### src/rtl/mb_agu_pkg.sv
// Package: shared types for the macro-block fetch address generator.
// Assumes nothing beyond IEEE 1800-2017 synthesizable types.
package mb_agu_pkg;

    // Which increment the shared adder applies in a given cycle.
    typedef enum logic {
        STEP_PIXEL = 1'b0,   // next pixel in the same row
        STEP_ROW   = 1'b1    // jump to the first pixel of the next row
    } step_sel_e;

endpackage

### src/rtl/mb_cfg_latch.sv
// Module: mb_cfg_latch
// Captures the block sizes at start and derives the row-end correction
// (pitch - width + 1) once, so the per-cycle path holds only one adder.
// Assumes slice_w >= blk_w and blk_w >= 1; other values are not checked.
module mb_cfg_latch #(
    parameter int ADDR_W  = 16,
    parameter int DIM_W   = 8,
    parameter int PITCH_W = 12
) (
    input  logic               clk,
    input  logic               rst_n,
    input  logic               load,
    input  logic [DIM_W-1:0]   blk_w,
    input  logic [DIM_W-1:0]   blk_h,
    input  logic [PITCH_W-1:0] slice_w,
    output logic [DIM_W-1:0]   w_q,
    output logic [DIM_W-1:0]   h_q,
    output logic [ADDR_W-1:0]  jump_q
);
    localparam int SUM_W = (ADDR_W > PITCH_W) ? ADDR_W : PITCH_W;

    logic [SUM_W-1:0] jump_d;

    // Row-end correction computed from the raw inputs at load time.
    always_comb begin
        jump_d = SUM_W'(slice_w) - SUM_W'(blk_w) + SUM_W'(1);
    end

    // Hold the configuration from one start to the next.
    always_ff @(posedge clk) begin
        if (!rst_n) begin
            w_q    <= '0;
            h_q    <= '0;
            jump_q <= '0;
        end else if (load) begin
            w_q    <= blk_w;
            h_q    <= blk_h;
            jump_q <= ADDR_W'(jump_d);
        end
    end
endmodule

### src/rtl/mb_axis_counter.sv
// Module: mb_axis_counter
// Counts positions along one axis from 0 to limit-1 and wraps to 0.
// at_last flags the final position by comparison with the limit.
// Assumes limit >= 1 whenever adv is used; clear takes priority over adv.
module mb_axis_counter #(
    parameter int W = 8
) (
    input  logic         clk,
    input  logic         rst_n,
    input  logic         clear,
    input  logic         adv,
    input  logic [W-1:0] limit,
    output logic [W-1:0] cnt,
    output logic         at_last
);
    // Terminal compare against the loaded size.
    always_comb begin
        at_last = (cnt == (limit - W'(1)));
    end

    // Step the position, wrapping after the last one.
    always_ff @(posedge clk) begin
        if (!rst_n) begin
            cnt <= '0;
        end else if (clear) begin
            cnt <= '0;
        end else if (adv) begin
            cnt <= at_last ? '0 : cnt + W'(1);
        end
    end
endmodule

### src/rtl/mb_step_adder.sv
// Module: mb_step_adder
// The single adder shared by both step kinds. It adds 1 inside a row and
// the stored correction at a row end. The sum wraps modulo 2^ADDR_W.
module mb_step_adder #(
    parameter int ADDR_W = 16
) (
    input  logic [ADDR_W-1:0]    cur,
    input  logic [ADDR_W-1:0]    jump,
    input  mb_agu_pkg::step_sel_e sel,
    output logic [ADDR_W-1:0]    nxt
);
    import mb_agu_pkg::*;

    logic [ADDR_W-1:0] inc;

    // Pick the increment, then add it through one carry chain.
    always_comb begin
        inc = (sel == STEP_ROW) ? jump : ADDR_W'(1);
        nxt = cur + inc;
    end
endmodule

### src/rtl/mb_fetch_agu.sv
// Module: mb_fetch_agu (top)
// Walks a blk_w x blk_h macro-block in raster order inside a slice of
// row pitch slice_w. It gives one address per enabled clock and raises
// done after the last one.
// Assumes blk_w >= 1, blk_h >= 1 and slice_w >= blk_w at start.
// addr is meaningful while done is low after a start.
module mb_fetch_agu #(
    parameter int ADDR_W  = 16,
    parameter int DIM_W   = 8,
    parameter int PITCH_W = 12
) (
    input  logic               clk,
    input  logic               rst_n,
    input  logic               start,
    input  logic               enable,
    input  logic [ADDR_W-1:0]  base_addr,
    input  logic [DIM_W-1:0]   blk_w,
    input  logic [DIM_W-1:0]   blk_h,
    input  logic [PITCH_W-1:0] slice_w,
    output logic [ADDR_W-1:0]  addr,
    output logic               done
);
    import mb_agu_pkg::*;

    logic [DIM_W-1:0]  w_q, h_q;
    logic [ADDR_W-1:0] jump_q;
    logic [DIM_W-1:0]  x_cnt, y_cnt;
    logic              x_last, y_last;
    logic              adv_x, adv_y, finishing;
    step_sel_e         sel;
    logic [ADDR_W-1:0] offset_q, offset_nxt;
    logic              done_q;

    // Advance decode: a start pulse blocks any step in its cycle.
    always_comb begin
        adv_x     = enable && !done_q && !start;
        adv_y     = adv_x && x_last;
        finishing = adv_y && y_last;
        sel       = x_last ? STEP_ROW : STEP_PIXEL;
    end

    mb_cfg_latch #(
        .ADDR_W  (ADDR_W),
        .DIM_W   (DIM_W),
        .PITCH_W (PITCH_W)
    ) u_cfg (
        .clk     (clk),
        .rst_n   (rst_n),
        .load    (start),
        .blk_w   (blk_w),
        .blk_h   (blk_h),
        .slice_w (slice_w),
        .w_q     (w_q),
        .h_q     (h_q),
        .jump_q  (jump_q)
    );

    mb_axis_counter #(.W(DIM_W)) u_col (
        .clk     (clk),
        .rst_n   (rst_n),
        .clear   (start),
        .adv     (adv_x),
        .limit   (w_q),
        .cnt     (x_cnt),
        .at_last (x_last)
    );

    mb_axis_counter #(.W(DIM_W)) u_row (
        .clk     (clk),
        .rst_n   (rst_n),
        .clear   (start),
        .adv     (adv_y),
        .limit   (h_q),
        .cnt     (y_cnt),
        .at_last (y_last)
    );

    mb_step_adder #(.ADDR_W(ADDR_W)) u_add (
        .cur  (offset_q),
        .jump (jump_q),
        .sel  (sel),
        .nxt  (offset_nxt)
    );

    // Offset register: load on start, step on an enabled clock, hold at end.
    always_ff @(posedge clk) begin
        if (!rst_n) begin
            offset_q <= '0;
        end else if (start) begin
            offset_q <= base_addr;
        end else if (adv_x && !finishing) begin
            offset_q <= offset_nxt;
        end
    end

    // Done flag: set in reset and after the last pixel, cleared by start.
    always_ff @(posedge clk) begin
        if (!rst_n) begin
            done_q <= 1'b1;
        end else if (start) begin
            done_q <= 1'b0;
        end else if (finishing) begin
            done_q <= 1'b1;
        end
    end

    // Drive the outputs straight from the registers.
    always_comb begin
        addr = offset_q;
        done = done_q;
    end
endmodule

### config.mk
export PLATFORM = sky130hd
export DESIGN_NAME = mb_fetch_agu
export DESIGN_NICKNAME = d
export VERILOG_FILES = /design/src/rtl/mb_agu_pkg.sv /design/src/rtl/mb_cfg_latch.sv /design/src/rtl/mb_axis_counter.sv /design/src/rtl/mb_step_adder.sv /design/src/rtl/mb_fetch_agu.sv
export SDC_FILE = /design/constraint.sdc
export NUM_CORES = 1
export LEC_CHECK = 0
export BUFFER_PORTS_ARGS = -buffer_cell sky130_fd_sc_hd__buf_2
export CORE_ASPECT_RATIO = 1.75
export CORE_MARGIN = 1
export CORE_UTILIZATION = 45
export DETAILED_ROUTE_END_ITERATION = 8
export PLACE_DENSITY = 0.75
export SKIP_CTS_REPAIR_TIMING = 1
export SLEW_MARGIN = 20
export SYNTH_ARGS = -nofsm -noshare
export SYNTH_HDL_FRONTEND = slang
export SYNTH_SLANG_ARGS = --single-unit
### constraint.sdc
create_clock -name clk -period 12.68 [get_ports clk]
set_input_delay 1.902 -clock clk [delete_from_list [all_inputs] [get_ports clk]]
set_output_delay 1.902 -clock clk [all_outputs]
set_load 0.05 [all_outputs]
==> results.tsv, run 1 <==
metric	value	unit
initial antenna violation count	0	
share of the yosys chip area belonging to registers	28.2	%
Post-synth ARST share	0	%
minimum clock period	4430	ps
Required @ worst endpoint	12910	ps
post-synthesis mux area share	5.43	%
# IOs	65	
unrepaired setup endpoints after global routing	false	
via density per instance	5.49	
Post-DRT Antenna Nets	0	
largest family of logic cells by synthesized area	simple AND/OR/NAND/NOR gates	
remaining global-route overflow	0	
Distinct cells, synth	67	
Setup TNS Final	0	ps
Initial DRC Count	148	
routed wl met2	5.81	mm
Initial Utilization	46.5	%
clk sink count	65	
Detail Placement HPWL	8.09	mm
worst vdd ir	0.0000725	V
Worst Hold Class	flip-flop to flip-flop	
H-tree Lvls	3	
vias in the first global route	3910	
Synth Area in Compound Gates	16.2	%
leading cell type in the layout, fill and taps excluded	dfxtp_1	
Slew @ Worst Pin	759	ps
Synth Area per Inst	8.49	µm²
Final WS setup	8250	ps
total power	640	µW
Top FF cell, synth	dfxtp_1	
Tcrit/Tclk final	34.9	%
slew margin rel.	49.4	%
Mapped Area	4610	µm²
# setup viols final	0	
Fmax	0.226	GHz
status	completed	
via count	4011	
simple logic cell fraction of the synthesized area	25.4	%
largest buffer count on any clock path	2	
Power Density	120	nW/µm²
M1 WL	4.31	mm
multi-input logic area	3110	µm²
wire length per cell	14.6	µm
Port-buffer cells	64	
leak pwr	0.00240	µW
number of buffers created by CTS	9	
row count	48	
Post-synth EDFFs	0	
pre-CTS WS	7970	ps
NumNets Final	678	
type of destination of the critical path	flip-flop	
Worst setup SP type	flip-flop	
Post-Synth XOR/XNOR Area	12.1	%
largest net degree at the start of global routing	58	
Synth area leaders	dfxtp_1, ha_1, xor2_1	
Pins Over Slew Limit	0	
register bit total from synthesis	65	
area share of the largest cell type after synthesis	28.2	%
area leader, netlist	dfxtp_1	
Synth Area in Adders	8.47	%
most frequent cells in the layout	dfxtp_1, buf_2, nand2_1	
layout cell share with drive strength beyond 1	18.0	%
Worst-Skew Late Latency	340	ps
GRT Total Usage	21.0	%
Core Region	9910	µm²
placed cells	714	
Cells after Synth	543	
first-pass GRT wire length	17.6	mm
first drt pass iteration count	5	
Fin. Hold Viols	0	
DRC	0	
Setup CP Type	flip-flop to flip-flop	
CTS root buf	clkbuf_16	
Area Growth Syn to Fin	16.2	%
Worst-path clk slew	60	ps
yosys warns	0	
die height	136	µm
WP data arrival	4660	ps
fill count	906	
sequential cell area	1300	µm²
metal3 WL	325	µm
full die area	10700	µm²
CP Max Fanout	23	
Max Cap Viol	0	
Antenna Cells	0	
Non-Filler Instances	730	
routability cong.	0.871	
WL final	10.7	mm
Die X	78.5	µm
CTS tree	done	
Setup Skew	10.5	ps
Hold WS	442	ps
max layer used	met4	
syn nets	621	
## where the power goes
group          switching, µW  internal (µW)
clock                   96.0            192
combinational           74.4           51.6
sequential              10.3            216
## flip-flops by register name (all words and copies together) (netlist names)
signal        cells
done              1
u_row.cnt         8
u_cfg.w_q         8
u_cfg.h_q         8
u_cfg.jump_q     16
addr             16
u_col.cnt         8
## critical path: stages (launching register included)
cell and delay, ps:
dfxtp_1 430, inv_1 70, ha_1 280, o21bai_1 190, a211oi_1 280, a2111oi_2 100
a2111oi_4 320, buf_4 290, nand2b_1 100, ha_1 220, inv_1 70, fa_1 210
nor2b_1 70, o31ai_1 280, a21boi_0 190, o21a_1 220, o41ai_1 460, o21bai_1 140
xor2_1 170, a31o_2 240
## worst paths after layout
kind / start / endpoint / slack [ps] / depth (start not counted)
worst min register to register: u_cfg.jump_q[14]$_SDFFE_PN0P_ / u_cfg.jump_q[14]$_SDFFE_PN0P_ / 440 / 2
worst min-delay path: u_cfg.jump_q[14]$_SDFFE_PN0P_ / u_cfg.jump_q[14]$_SDFFE_PN0P_ / 440 / 2
worst max-delay path: u_cfg.w_q[0]$_SDFFE_PN0P_ / addr[14]$_SDFFE_PN0P_ / 8250 / 19
worst max register to register: u_cfg.w_q[0]$_SDFFE_PN0P_ / addr[14]$_SDFFE_PN0P_ / 8250 / 19
## per-stage QoR
| stage | area (µm²) | util [%] |
|---|---|---|
| global route | 5350 | 54.0 |
| detailed placement | 5020 | 50.6 |
| global placement | 5020 | 50.6 |
| finish | 5350 | 54.0 |
| floorplan | 4610 | - |
| CTS | 5350 | 54.0 |
## logic make-up (layout without fill, tap and decap cells)
kind of cell / Yosys count / after routing
flops: 65 / 65
mux: 25 / 25
buf+inv: 48 / 110
fa+ha+maj: 30 / 30
xor+xnor: 63 / 63
compound gates: 100 / 100
simple gates: 212 / 212
## layout make-up
class,instances,share of cell area [%]
clock buffer,11,4.35
clock inverter,5,1.94
inverter,27,1.89
multi-input combinational,430,58.2
sequential,65,24.3
tap,125,2.92
timing repair buffer,67,6.40
## per-layer routing
| layer | GRT usage (%) | vias up |
|---|---|---|
| met2 | 40.0 | 89 |
| met4 | 9.26 | 0 |
| met3 | 3.09 | 20 |
| met1 | 22.3 | 1869 |
| li1 | - | 2033 |
| met5 | 0 | - |
## Yosys cell counts, types with 2 or more instances
| cell | n |
|---|---|
| o21ai_0 | 21 |
| nor4_1 | 2 |
| inv_1 | 26 |
| a21oi_2 | 3 |
| nor2_2 | 4 |
| a21o_1 | 5 |
| a222oi_1 | 5 |
| a221oi_1 | 3 |
| o21ai_1 | 3 |
| o31a_1 | 3 |
| dfxtp_1 | 65 |
| mux2i_1 | 25 |
| nor3_1 | 10 |
| a21oi_1 | 17 |
| and4_1 | 2 |
| nand3_1 | 24 |
| nor2_1 | 37 |
| nand4_1 | 7 |
| nand2_1 | 48 |
| a31oi_1 | 3 |
| nor2b_1 | 29 |
| xor2_1 | 34 |
| nand2b_1 | 7 |
| buf_1 | 3 |
| or4_4 | 3 |
| xnor2_1 | 28 |
| clkbuf_1 | 13 |
| o211a_1 | 4 |
| or3_1 | 2 |
| nor3b_1 | 2 |
| o211ai_1 | 2 |
| fa_1 | 2 |
| buf_2 | 4 |
| o2111ai_1 | 3 |
| a211oi_1 | 5 |
| a41oi_1 | 2 |
| a21boi_0 | 2 |
| o21bai_1 | 5 |
| ha_1 | 28 |
| nor4_4 | 3 |
| o21a_1 | 2 |
| and3_1 | 9 |
| and2_1 | 14 |
(Power assumes the default switching activity.)
==> run 2: changes to the inputs <==
==> constraint.sdc (replaced) <==
create_clock -name clk -period 4.3 [get_ports clk]
set_input_delay 0.645 -clock clk [delete_from_list [all_inputs] [get_ports clk]]
set_output_delay 0.645 -clock clk [all_outputs]
set_load 0.05 [all_outputs]
==> run 2 against run 1 <==
  * Flip-flop and latch count stayed put
  * Final cell count rose by 0.14%
  * Hold slack better by 2.1 ps
  * Core utilization fell by 0.51 points
  * Sequential power increased to 3.0 times the previous value
  * Cell area down 0.93%
  * Combinational power rose to 2.9 times the previous value
  * Total power grew to 2.7 times the previous value
  * Die area stayed put
  * Non-clock buffer count is 2 higher
  * Global-route usage grew 0.34 points
  * Critical path type unchanged
  * Highest routed layer unchanged
==> results.tsv, run 2 (synthesized netlist as in run 1, its figures left out) <==
metric	value	unit
status	completed	
largest net degree at the start of global routing	40	
most frequent cells in the layout	dfxtp_1, buf_2, nand2_1	
Detail Placement HPWL	8.39	mm
clk sink count	65	
H-tree Lvls	3	
CP Max Fanout	7	
Power Density	321	nW/µm²
WL final	10.8	mm
Pins Over Slew Limit	0	
Antenna Cells	0	
Worst setup SP type	flip-flop	
routability cong.	0.873	
first drt pass iteration count	5	
number of buffers created by CTS	9	
wire length per cell	14.8	µm
die height	136	µm
DRC	0	
vias in the first global route	4031	
slew margin rel.	53.9	%
Setup Skew	4.84	ps
Placed Instance Area	5020	µm²
Fmax	0.248	GHz
via count	4006	
Post-DRT Antenna Nets	0	
Worst-path clk slew	60	ps
Port-buffer cells	64	
row count	48	
type of destination of the critical path	flip-flop	
Core Region	9910	µm²
Fin. Hold Viols	0	
# setup viols final	0	
layout cell share with drive strength beyond 1	18.3	%
CTS root buf	clkbuf_16	
Worst-Skew Late Latency	330	ps
total power	1700	µW
Setup CP Type	flip-flop to flip-flop	
minimum clock period	4040	ps
post-route design area	5300	µm²
first-pass GRT wire length	17.9	mm
Area Growth Syn to Fin	15.1	%
Psw	514	µW
Initial Utilization	46.5	%
Logic pwr share	21.8	%
leak pwr	0.00239	µW
NumNets Final	680	
leading cell type in the layout, fill and taps excluded	dfxtp_1	
Initial DRC Count	163	
cell-internal power	1190	µW
worst vdd ir	0.000217	V
Worst Hold Class	flip-flop to flip-flop	
initial antenna violation count	0	
CTS tree	done	
Sw Ratio	30.2	%
via density per instance	5.48	
full die area	10700	µm²
Die X	78.5	µm
largest buffer count on any clock path	2	
# IOs	65	
Clk pwr share	39.0	%
Required @ worst endpoint	4520	ps
Reg power frac	39.2	%
Tcrit/Tclk final	93.9	%
remaining global-route overflow	0	
Slew @ Worst Pin	689	ps
Max Cap Viol	0	
WP data arrival	4260	ps
GRT Total Usage	21.3	%
run 2: changes by cell type in the layout (fill, tap and decap cells not counted):
cell and change:
buf_4 +2, bufinv_16 -3, clkbuf_8 +1, clkinv_2 +1
clkinv_4 -1, clkinvlp_4 +1, o41ai_1 -1, o41ai_2 +1
run 2: power groups by stage:
stage / clock network [µW] / logic [µW] / registers (µW)
final: 664 / 371 / 667
after CTS: 678 / 373 / 666
after global placement: 0 / 360 / 678
after global routing: 704 / 408 / 671
after detailed placement: 0 / 371 / 679
after floorplan: 0 / 253 / 707
run 2: layout make-up:
type                            count  area [µm²]
Clock inverter                      3        17.5
Multi-Input combinational cell    430        3120
Fill cell                         920        4610
Inverter                           27         101
Clock buffer                       12         246
Sequential cell                    65        1300
Timing Repair Buffer               69         358
Tap cell                          125         156
run 2: stage by stage:
stage / cells / setup TNS, ps / hold WS [ps] / setup WS, ps / utilization, %
2_1_floorplan: 543 / 0 / 407 / 316 / -
3_3_place_gp: 715 / 0 / 425 / 142 / 50.7
3_5_place_dp: 715 / 0 / 434 / 39.5 / 50.7
4_1_cts: 730 / 0 / 447 / 0.752 / 53.4
5_1_grt: 731 / -10.3 / 473 / -8.90 / 53.5
6_report: 731 / 0 / 444 / 261 / 53.5
run 2: worst max-delay path: stages, from the launching register on:
cell       delay [ps]
dfxtp_1           410
inv_1              70
ha_1              280
o21bai_1          180
a211oi_1          280
a2111oi_2         100
a2111oi_4         430
nand2b_1          100
ha_1              230
inv_1              80
fa_1              200
nor2b_1            70
o31ai_1           230
a21boi_0          170
o21a_1            220
o41ai_2           340
o21bai_1          120
xor2_1            160
a31o_2            250
run 2: path summary, 6_finish.rpt:
path / start / end / slack [ps] / depth (start not counted)
max reg2reg: u_cfg.w_q[0]$_SDFFE_PN0P_ / addr[14]$_SDFFE_PN0P_ / 260 / 18
min: u_cfg.jump_q[13]$_SDFFE_PN0P_ / u_cfg.jump_q[13]$_SDFFE_PN0P_ / 440 / 1
max: u_cfg.w_q[0]$_SDFFE_PN0P_ / addr[14]$_SDFFE_PN0P_ / 260 / 18
min reg2reg: u_cfg.jump_q[13]$_SDFFE_PN0P_ / u_cfg.jump_q[13]$_SDFFE_PN0P_ / 440 / 1
run 2: layer usage:
metal  vias to the layer above  routed length [µm]  global-route usage (%)
met5                         -                   0                       0
met1                      1851                4140                    21.6
met3                        30                 373                    3.76
met2                        99                5960                    40.8
li1                       2026                   -                       -
met4                         0                 342                    10.9
